[src/rtl/fp2int_pkg.sv]
package fp2int_pkg;

    // Rounding mode codes; the numeric values are visible at the port.
    typedef enum logic [1:0] {
        RM_NEAR = 2'b00,
        RM_ZERO = 2'b01,
        RM_PINF = 2'b10,
        RM_NINF = 2'b11
    } rmode_e;

    typedef enum logic [1:0] {
        ST_IDLE  = 2'd0,
        ST_ALIGN = 2'd1,
        ST_ROUND = 2'd2,
        ST_CLAMP = 2'd3
    } state_e;

    // Operand classification plus the bits dropped below the binary point.
    typedef struct packed {
        logic sign;
        logic nan;
        logic inf;
        logic huge;
        logic guard;
        logic sticky;
    } opclass_t;

endpackage

[src/rtl/fp2int_align.sv]
module fp2int_align
    import fp2int_pkg::*;
#(
    parameter int EXP_W  = 11,
    parameter int FRAC_W = 52,
    parameter int INT_W  = 64
) (
    input  logic [EXP_W+FRAC_W:0] op_i,
    output opclass_t              cls_o,
    output logic [INT_W-1:0]      ipart_o
);
    localparam int BIAS  = (1 << (EXP_W - 1)) - 1;
    localparam int WIN_W = 2 * INT_W;
    localparam int PAD   = INT_W - FRAC_W - 1;
    localparam int SH_W  = $clog2(INT_W) + 1;

    logic [EXP_W-1:0]  exp_f;
    logic [FRAC_W-1:0] frac_f;
    logic [EXP_W-1:0]  exp_eff;
    logic              exp_all1;
    logic [FRAC_W:0]   mant;
    logic [WIN_W-1:0]  win;
    logic [WIN_W-1:0]  shifted;
    logic [SH_W-1:0]   shamt;
    int                unb;

    assign exp_f    = op_i[EXP_W+FRAC_W-1:FRAC_W];
    assign frac_f   = op_i[FRAC_W-1:0];
    assign exp_all1 = &exp_f;
    // Subnormals use the minimum exponent with a zero hidden bit.
    assign exp_eff  = (exp_f == '0) ? {{(EXP_W-1){1'b0}}, 1'b1} : exp_f;
    assign mant     = {|exp_f, frac_f};
    // Mantissa LSB sits at weight 2^0 when unb == FRAC_W.
    assign win      = {{PAD{1'b0}}, mant, {INT_W{1'b0}}};

    always_comb begin
        unb     = int'(exp_eff) - BIAS;
        shamt   = '0;
        shifted = win;
        if (unb >= FRAC_W) begin
            shamt   = (unb >= INT_W) ? SH_W'(PAD) : SH_W'(unb - FRAC_W);
            shifted = win << shamt;
        end else begin
            shamt   = (unb <= FRAC_W - INT_W) ? SH_W'(INT_W) : SH_W'(FRAC_W - unb);
            shifted = win >> shamt;
        end
        cls_o.sign   = op_i[EXP_W+FRAC_W];
        cls_o.nan    = exp_all1 && (frac_f != '0);
        cls_o.inf    = exp_all1 && (frac_f == '0);
        cls_o.huge   = !exp_all1 && (unb >= INT_W);
        cls_o.guard  = shifted[INT_W-1];
        cls_o.sticky = |shifted[INT_W-2:0];
    end

    assign ipart_o = shifted[WIN_W-1:INT_W];

endmodule

[src/rtl/fp2int_round.sv]
module fp2int_round
    import fp2int_pkg::*;
(
    input  rmode_e mode_i,
    input  logic   sign_i,
    input  logic   lsb_i,
    input  logic   guard_i,
    input  logic   sticky_i,
    output logic   inc_o
);
    logic lost;
    assign lost = guard_i | sticky_i;

    always_comb begin
        unique case (mode_i)
            RM_NEAR: inc_o = guard_i & (sticky_i | lsb_i);
            RM_ZERO: inc_o = 1'b0;
            RM_PINF: inc_o = !sign_i & lost;
            RM_NINF: inc_o = sign_i & lost;
            default: inc_o = 1'b0;
        endcase
    end

endmodule

[src/rtl/fp2int_limit.sv]
module fp2int_limit
    import fp2int_pkg::*;
#(
    parameter int INT_W  = 64,
    parameter int WORD_W = 32
) (
    input  logic [INT_W:0]   mag_i,
    input  opclass_t         cls_i,
    input  logic             dword_i,
    input  logic             uns_i,
    output logic             invalid_o,
    output logic [INT_W-1:0] result_o
);
    localparam int HI_W = INT_W - WORD_W;
    localparam logic [INT_W:0] ONE       = {{INT_W{1'b0}}, 1'b1};
    localparam logic [INT_W:0] S_MAX_D   = (ONE << (INT_W - 1)) - ONE;
    localparam logic [INT_W:0] S_NEG_D   = ONE << (INT_W - 1);
    localparam logic [INT_W:0] U_MAX_D   = (ONE << INT_W) - ONE;
    localparam logic [INT_W:0] S_MAX_W   = (ONE << (WORD_W - 1)) - ONE;
    localparam logic [INT_W:0] S_NEG_W   = ONE << (WORD_W - 1);
    localparam logic [INT_W:0] U_MAX_W   = (ONE << WORD_W) - ONE;

    logic [INT_W:0]   pos_lim;
    logic [INT_W:0]   neg_lim;
    logic             range_bad;
    logic [INT_W-1:0] min_val;
    logic [INT_W-1:0] max_val;
    logic [INT_W-1:0] twos;

    always_comb begin
        if (uns_i) begin
            pos_lim = dword_i ? U_MAX_D : U_MAX_W;
            neg_lim = '0;
            min_val = '0;
            max_val = dword_i ? U_MAX_D[INT_W-1:0] : U_MAX_W[INT_W-1:0];
        end else begin
            pos_lim = dword_i ? S_MAX_D : S_MAX_W;
            neg_lim = dword_i ? S_NEG_D : S_NEG_W;
            min_val = dword_i ? S_NEG_D[INT_W-1:0] : S_NEG_W[INT_W-1:0];
            max_val = dword_i ? S_MAX_D[INT_W-1:0] : S_MAX_W[INT_W-1:0];
        end
        range_bad = cls_i.sign ? (mag_i > neg_lim) : (mag_i > pos_lim);
        invalid_o = cls_i.nan | cls_i.inf | cls_i.huge | range_bad;
        twos      = cls_i.sign ? (~mag_i[INT_W-1:0] + 1'b1) : mag_i[INT_W-1:0];
        if (cls_i.nan)
            result_o = min_val;
        else if (invalid_o)
            result_o = cls_i.sign ? min_val : max_val;
        else if (dword_i)
            result_o = twos;
        else
            result_o = {{HI_W{1'b0}}, twos[WORD_W-1:0]};
    end

endmodule

[src/rtl/fp2int_cvt.sv]
module fp2int_cvt
    import fp2int_pkg::*;
#(
    parameter int EXP_W  = 11,
    parameter int FRAC_W = 52,
    parameter int INT_W  = 64,
    parameter int WORD_W = 32
) (
    input  logic                   clk,
    input  logic                   rst_n,
    input  logic                   start_i,
    input  logic [EXP_W+FRAC_W:0]  operand_i,
    input  logic                   dword_i,
    input  logic                   unsigned_i,
    input  logic                   trunc_i,
    input  logic [1:0]             rmode_i,
    output logic                   busy_o,
    output logic                   done_o,
    output logic [INT_W-1:0]       result_o,
    output logic                   inexact_o,
    output logic                   invalid_o
);
    localparam int OP_W = EXP_W + FRAC_W + 1;

    state_e           state_q, state_d;
    logic [OP_W-1:0]  op_q;
    logic             dword_q, uns_q;
    rmode_e           mode_q;
    opclass_t         cls_c, cls_q;
    logic [INT_W-1:0] ipart_c, ipart_q;
    logic [INT_W:0]   mag_q;
    logic             inc_c;
    logic             inv_c;
    logic [INT_W-1:0] res_c;

    fp2int_align #(.EXP_W(EXP_W), .FRAC_W(FRAC_W), .INT_W(INT_W)) u_align (
        .op_i    (op_q),
        .cls_o   (cls_c),
        .ipart_o (ipart_c)
    );

    fp2int_round u_round (
        .mode_i   (mode_q),
        .sign_i   (cls_q.sign),
        .lsb_i    (ipart_q[0]),
        .guard_i  (cls_q.guard),
        .sticky_i (cls_q.sticky),
        .inc_o    (inc_c)
    );

    fp2int_limit #(.INT_W(INT_W), .WORD_W(WORD_W)) u_limit (
        .mag_i     (mag_q),
        .cls_i     (cls_q),
        .dword_i   (dword_q),
        .uns_i     (uns_q),
        .invalid_o (inv_c),
        .result_o  (res_c)
    );

    always_comb begin
        state_d = state_q;
        unique case (state_q)
            ST_IDLE:  if (start_i) state_d = ST_ALIGN;
            ST_ALIGN: state_d = ST_ROUND;
            ST_ROUND: state_d = ST_CLAMP;
            ST_CLAMP: state_d = ST_IDLE;
            default:  state_d = ST_IDLE;
        endcase
    end

    always_ff @(posedge clk) begin
        if (!rst_n) state_q <= ST_IDLE;
        else        state_q <= state_d;
    end

    always_ff @(posedge clk) begin
        if (!rst_n) begin
            op_q      <= '0;
            dword_q   <= 1'b0;
            uns_q     <= 1'b0;
            mode_q    <= RM_NEAR;
            cls_q     <= '0;
            ipart_q   <= '0;
            mag_q     <= '0;
            result_o  <= '0;
            inexact_o <= 1'b0;
            invalid_o <= 1'b0;
            done_o    <= 1'b0;
        end else begin
            done_o <= 1'b0;
            unique case (state_q)
                ST_IDLE: if (start_i) begin
                    op_q    <= operand_i;
                    dword_q <= dword_i;
                    uns_q   <= unsigned_i;
                    mode_q  <= trunc_i ? RM_ZERO : rmode_e'(rmode_i);
                end
                ST_ALIGN: begin
                    cls_q   <= cls_c;
                    ipart_q <= ipart_c;
                end
                ST_ROUND: mag_q <= {1'b0, ipart_q} + {{INT_W{1'b0}}, inc_c};
                ST_CLAMP: begin
                    result_o  <= res_c;
                    invalid_o <= inv_c;
                    inexact_o <= !inv_c && (cls_q.guard || cls_q.sticky);
                    done_o    <= 1'b1;
                end
                default: ;
            endcase
        end
    end

    assign busy_o = (state_q != ST_IDLE);


    flag_excl_chk: assert property (@(posedge clk) disable iff (!rst_n)
        done_o |-> !(inexact_o && invalid_o));


    done_single_chk: assert property (@(posedge clk) disable iff (!rst_n)
        done_o |=> !done_o);


    busy_start_chk: assert property (@(posedge clk) disable iff (!rst_n)
        (busy_o && start_i) |=> (state_q != ST_ALIGN));


    word_upper_chk: assert property (@(posedge clk) disable iff (!rst_n)
        (done_o && !dword_q) |-> (result_o[INT_W-1:WORD_W] == '0));


    result_hold_chk: assert property (@(posedge clk) disable iff (!rst_n)
        !done_o |-> ($stable(result_o) && $stable(invalid_o) && $stable(inexact_o)));

endmodule

[config.mk]
export PLATFORM = sky130hd
export DESIGN_NAME = fp2int_cvt
export DESIGN_NICKNAME = d
export VERILOG_FILES = /design/src/rtl/fp2int_pkg.sv /design/src/rtl/fp2int_align.sv /design/src/rtl/fp2int_round.sv /design/src/rtl/fp2int_limit.sv /design/src/rtl/fp2int_cvt.sv
export SDC_FILE = /design/constraint.sdc
export NUM_CORES = 1
export LEC_CHECK = 0
export BUFFER_PORTS_ARGS = -buffer_cell sky130_fd_sc_hd__buf_2
export CAP_MARGIN = 25
export CORE_MARGIN = 2
export CORE_UTILIZATION = 25
export CTS_BUF_LIST = sky130_fd_sc_hd__clkbuf_4 sky130_fd_sc_hd__clkbuf_8 sky130_fd_sc_hd__clkbuf_16
export DETAILED_ROUTE_END_ITERATION = 8
export SLEW_MARGIN = 20
export SYNTH_ARGS = -nofsm -noshare
export SYNTH_HDL_FRONTEND = slang
export SYNTH_SLANG_ARGS = --single-unit
[constraint.sdc]
create_clock -name clk -period 6.7 [get_ports clk]
set_input_delay 1.005 -clock clk [delete_from_list [all_inputs] [get_ports clk]]
set_output_delay 1.005 -clock clk [all_outputs]
set_load 0.01 [all_outputs]
==> results.py <==
metrics = {
    "clock_tree": {
        "post_cts_buffers": 0,
        "cts_sinks": 272,
        "ctsHoldBuffers": 0,
        "cts_buffers": 36,
        "clk_latency_ps": 630,
        "cts_resized": 0,
        "clock-root-buffer": "clkbuf_16",
        "cts_buffer_depth": 3,
        "clk_pin_slew_ps": 70,
        "cts_tree": "built",
        "h-tree-depth": 2,
    },
    "yosys": {
        "syn_area_um2": 22900,
        "synth-edff-count": 0,
        "yosysWarningCount": 0,
        "yosys.area.top_type": "dfxtp_1",
        "synth_most_common_cell": "nand2_1",
        "syn_inst": 3183,
        "synth-seq-cells": 272,
        "avgSynthCellArea_um2": 7.19,
        "syn_nets": 3303,
        "synth.distinct_cells": 95,
        "netlist.area_leader.share_pct": 23.8,
        "synth_flop_cell": "dfxtp_1",
        "async_reset_ff_share_pct": 0,
        "ys_top_cells_by_area": "dfxtp_1 24%, mux2i_1 7.9%, a21oi_1 6.2%, nand2_1 6.2%, nor2_1 5.1%",
        "ys_seq_area_share_pct": 23.8,
        "ys_top_cells_by_count": "377 x nand2_1, 308 x nor2_1, 284 x a21oi_1, 272 x dfxtp_1, 234 x clkbuf_1",
    },
    "run_status": {
        "status": "finished, final reports clean",
    },
    "routing": {
        "via_per_inst": 5.77,
        "highest_layer": "met5",
        "drt_pass1_iterations": 8,
        "vias": 25057,
        "drc": 0,
        "wl_per_cell_um": 24.4,
        "ant_nets": 0,
        "wl_met3_mm": 9.53,
        "finalWirelength_mm": 106,
        "drtIter0Drc": 2797,
        "wl_met2_mm": 45.0,
        "met1Wirelength_mm": 45.3,
    },
    "sta": {
        "rsz0062_at_grt": "no",
        "whs_ps": 459,
        "setup_tns_ps": 0,
        "period_share_pct": 87.5,
        "clock.fmax_mhz": 171,
        "relSlewSlack_pct": 20.7,
        "skew_ps": 54.1,
        "finalHoldViolations": 0,
        "period_minus_slack_ps": 5860,
        "fin_ws_ps": 836,
        "setup_viol": 0,
        "tightest_slew_ps": 1190,
        "slew_viol_final": 0,
    },
    "setup_path": {
        "required_ps": 7170,
        "crit_type": "reg -> reg",
        "worstPathArrival_ps": 6340,
        "reg2reg_from": "op_q[53]",
        "reg2reg_slack_ps": 840,
        "reg2reg_to": "cls_q[0]",
        "startpoint_type": "flip-flop",
        "reg2regPathDepth": 16,
        "path_max_fanout": 17,
        "endpoint_kind": "flip-flop",
    },
    "placement": {
        "io_buffers": 139,
        "placed_cells": 4274,
        "dp_hpwl_mm": 79.3,
        "dpl_worst_slack_ps": 1010,
        "dpl_cell_area_um2": 24600,
        "place_congestion": 1.05,
    },
    "pwr": {
        "vdd_drop_max_mv": 0.258,
        "total_power_mw": 11.2,
        "power.leakage_nw": 9.43,
        "pwr_density_cell_nw_per_um2": 432,
    },
    "finish": {
        "final_core_util_pct": 28.6,
        "area_growth_pct": 13.2,
        "final_cell_area_um2": 25900,
        "fin_nets": 3258,
        "layout-drive-gt1-share_pct": 12.2,
        "regArea_um2": 5450,
        "final_cell_count_no_fill": 4341,
        "fillerInstances": 9922,
        "multi_input_area_um2": 16200,
    },
    "worst_hold_path": {
        "min_path_cells": 2,
        "worstHoldStart": "op_q[63]",
        "min_to": "op_q[63]",
        "hold_path_class": "reg -> reg",
    },
    "grt": {
        "grt_pass1_wl_mm": 157,
        "antenna_found_initial": 4,
        "grt_usage_pct": 21.8,
        "gr-total-overflow": 0,
        "grt_max_degree": 223,
        "grt_pass1_vias": 23434,
    },
    "floorplan": {
        "initial_core_util_pct": 25.3,
        "row_count": 110,
        "die_h_um": 307,
        "dieWidth_um": 307,
        "design.die.area_um2": 94000,
        "ios": 140,
        "core_area_um2": 90400,
    },
    "job": {
        "drv_cap": 0,
    },
}
## cells by family after synthesis
group / share of synthesized area [%]
multiplexers: 10.1
adder cells (fa/ha/maj): 2.67
XOR/XNOR: 4.63
flip-flops: 23.8
AO/OA/AOI/OAI: 28.3
buffers and inverters: 5.93
AND/OR/NAND/NOR: 24.6
## worst max-delay path, stage by stage, from the launching register on
cell and delay [ps]:
dfxtp_1 340, and2_1 510, nand2_1 130, xor2_1 280
ha_1 340, and3b_1 240, mux2i_2 360, nand2_1 580
nand2_1 400, a21oi_1 120, a21oi_1 500, mux2i_1 210
mux2_2 340, or4bb_1 490, o211a_1 230, a2111oi_0 430
a41oi_1 200
## registers in the layout (all words and copies together), names as in the netlist
register / flops
inexact_o: 1
op_q: 64
mag_q: 65
ipart_q: 64
cls_q: 6
dword_q: 1
state_q: 2
mode_q: 2
uns_q: 1
result_o: 64
invalid_o: 1
done_o: 1
## worst max path at each step
stage	startpoint	to	slack, ps	depth (start not counted)
6_report	op_q[53]	cls_q[0]	840	16
5_1_grt	op_q[53]	cls_q[0]	450	17
4_1_cts	op_q[53]	ipart_q[23]	910	18
3_5_place_dp	op_q[53]	ipart_q[23]	1010	18
3_3_place_gp	op_q[53]	ipart_q[23]	1020	18
2_1_floorplan	op_q[54]	cls_q[0]	1440	22
## cell usage in the layout, fill, tap and decap left out, drive strengths merged, types with 12 or more instances in the layout
cell type	netlist	final
xnor2	33	33
a32oi	15	15
ha	48	48
o21ai	161	161
a221oi	22	22
o22ai	33	33
a21oi	286	286
clkinv	4	12
o221ai	20	20
nand4	45	45
nor3	135	135
a31o	13	13
o211ai	23	23
or4	16	16
nand2	378	378
nor4	38	38
mux2i	182	182
mux2	41	41
and2	15	15
buf	66	219
a211oi	102	102
a311oi	18	18
nand2b	75	75
inv	37	38
o41ai	16	16
xor2	87	87
clkbuf	236	48
or3	33	33
nand3	98	98
nor2	309	309
a21o	56	56
and3	17	17
o31ai	36	36
a31oi	37	37
dfxtp	272	272
## layer usage
layer / GRT usage [%] / vias up
met3: 4.88 / 319
met2: 33.1 / 1279
met4: 11.4 / 4
li1: - / 11666
met5: 0 / -
met1: 28.9 / 11789
## layout make-up
class,instances,share of cell area [%]
antenna,1,0.00966
clock buffer,48,4.00
clock inverter,16,0.913
inverter,41,0.623
multi-input combinational,2568,62.5
sequential,272,21.1
tap,1176,5.68
timing repair buffer,219,5.23
## where the power goes
| group | internal (mW) | switching [mW] |
|---|---|---|
| logic | 2.23 | 4.25 |
| registers | 1.95 | 0.640 |
| clock network | 1.28 | 0.844 |
Power figures use the tool's default switching activity.
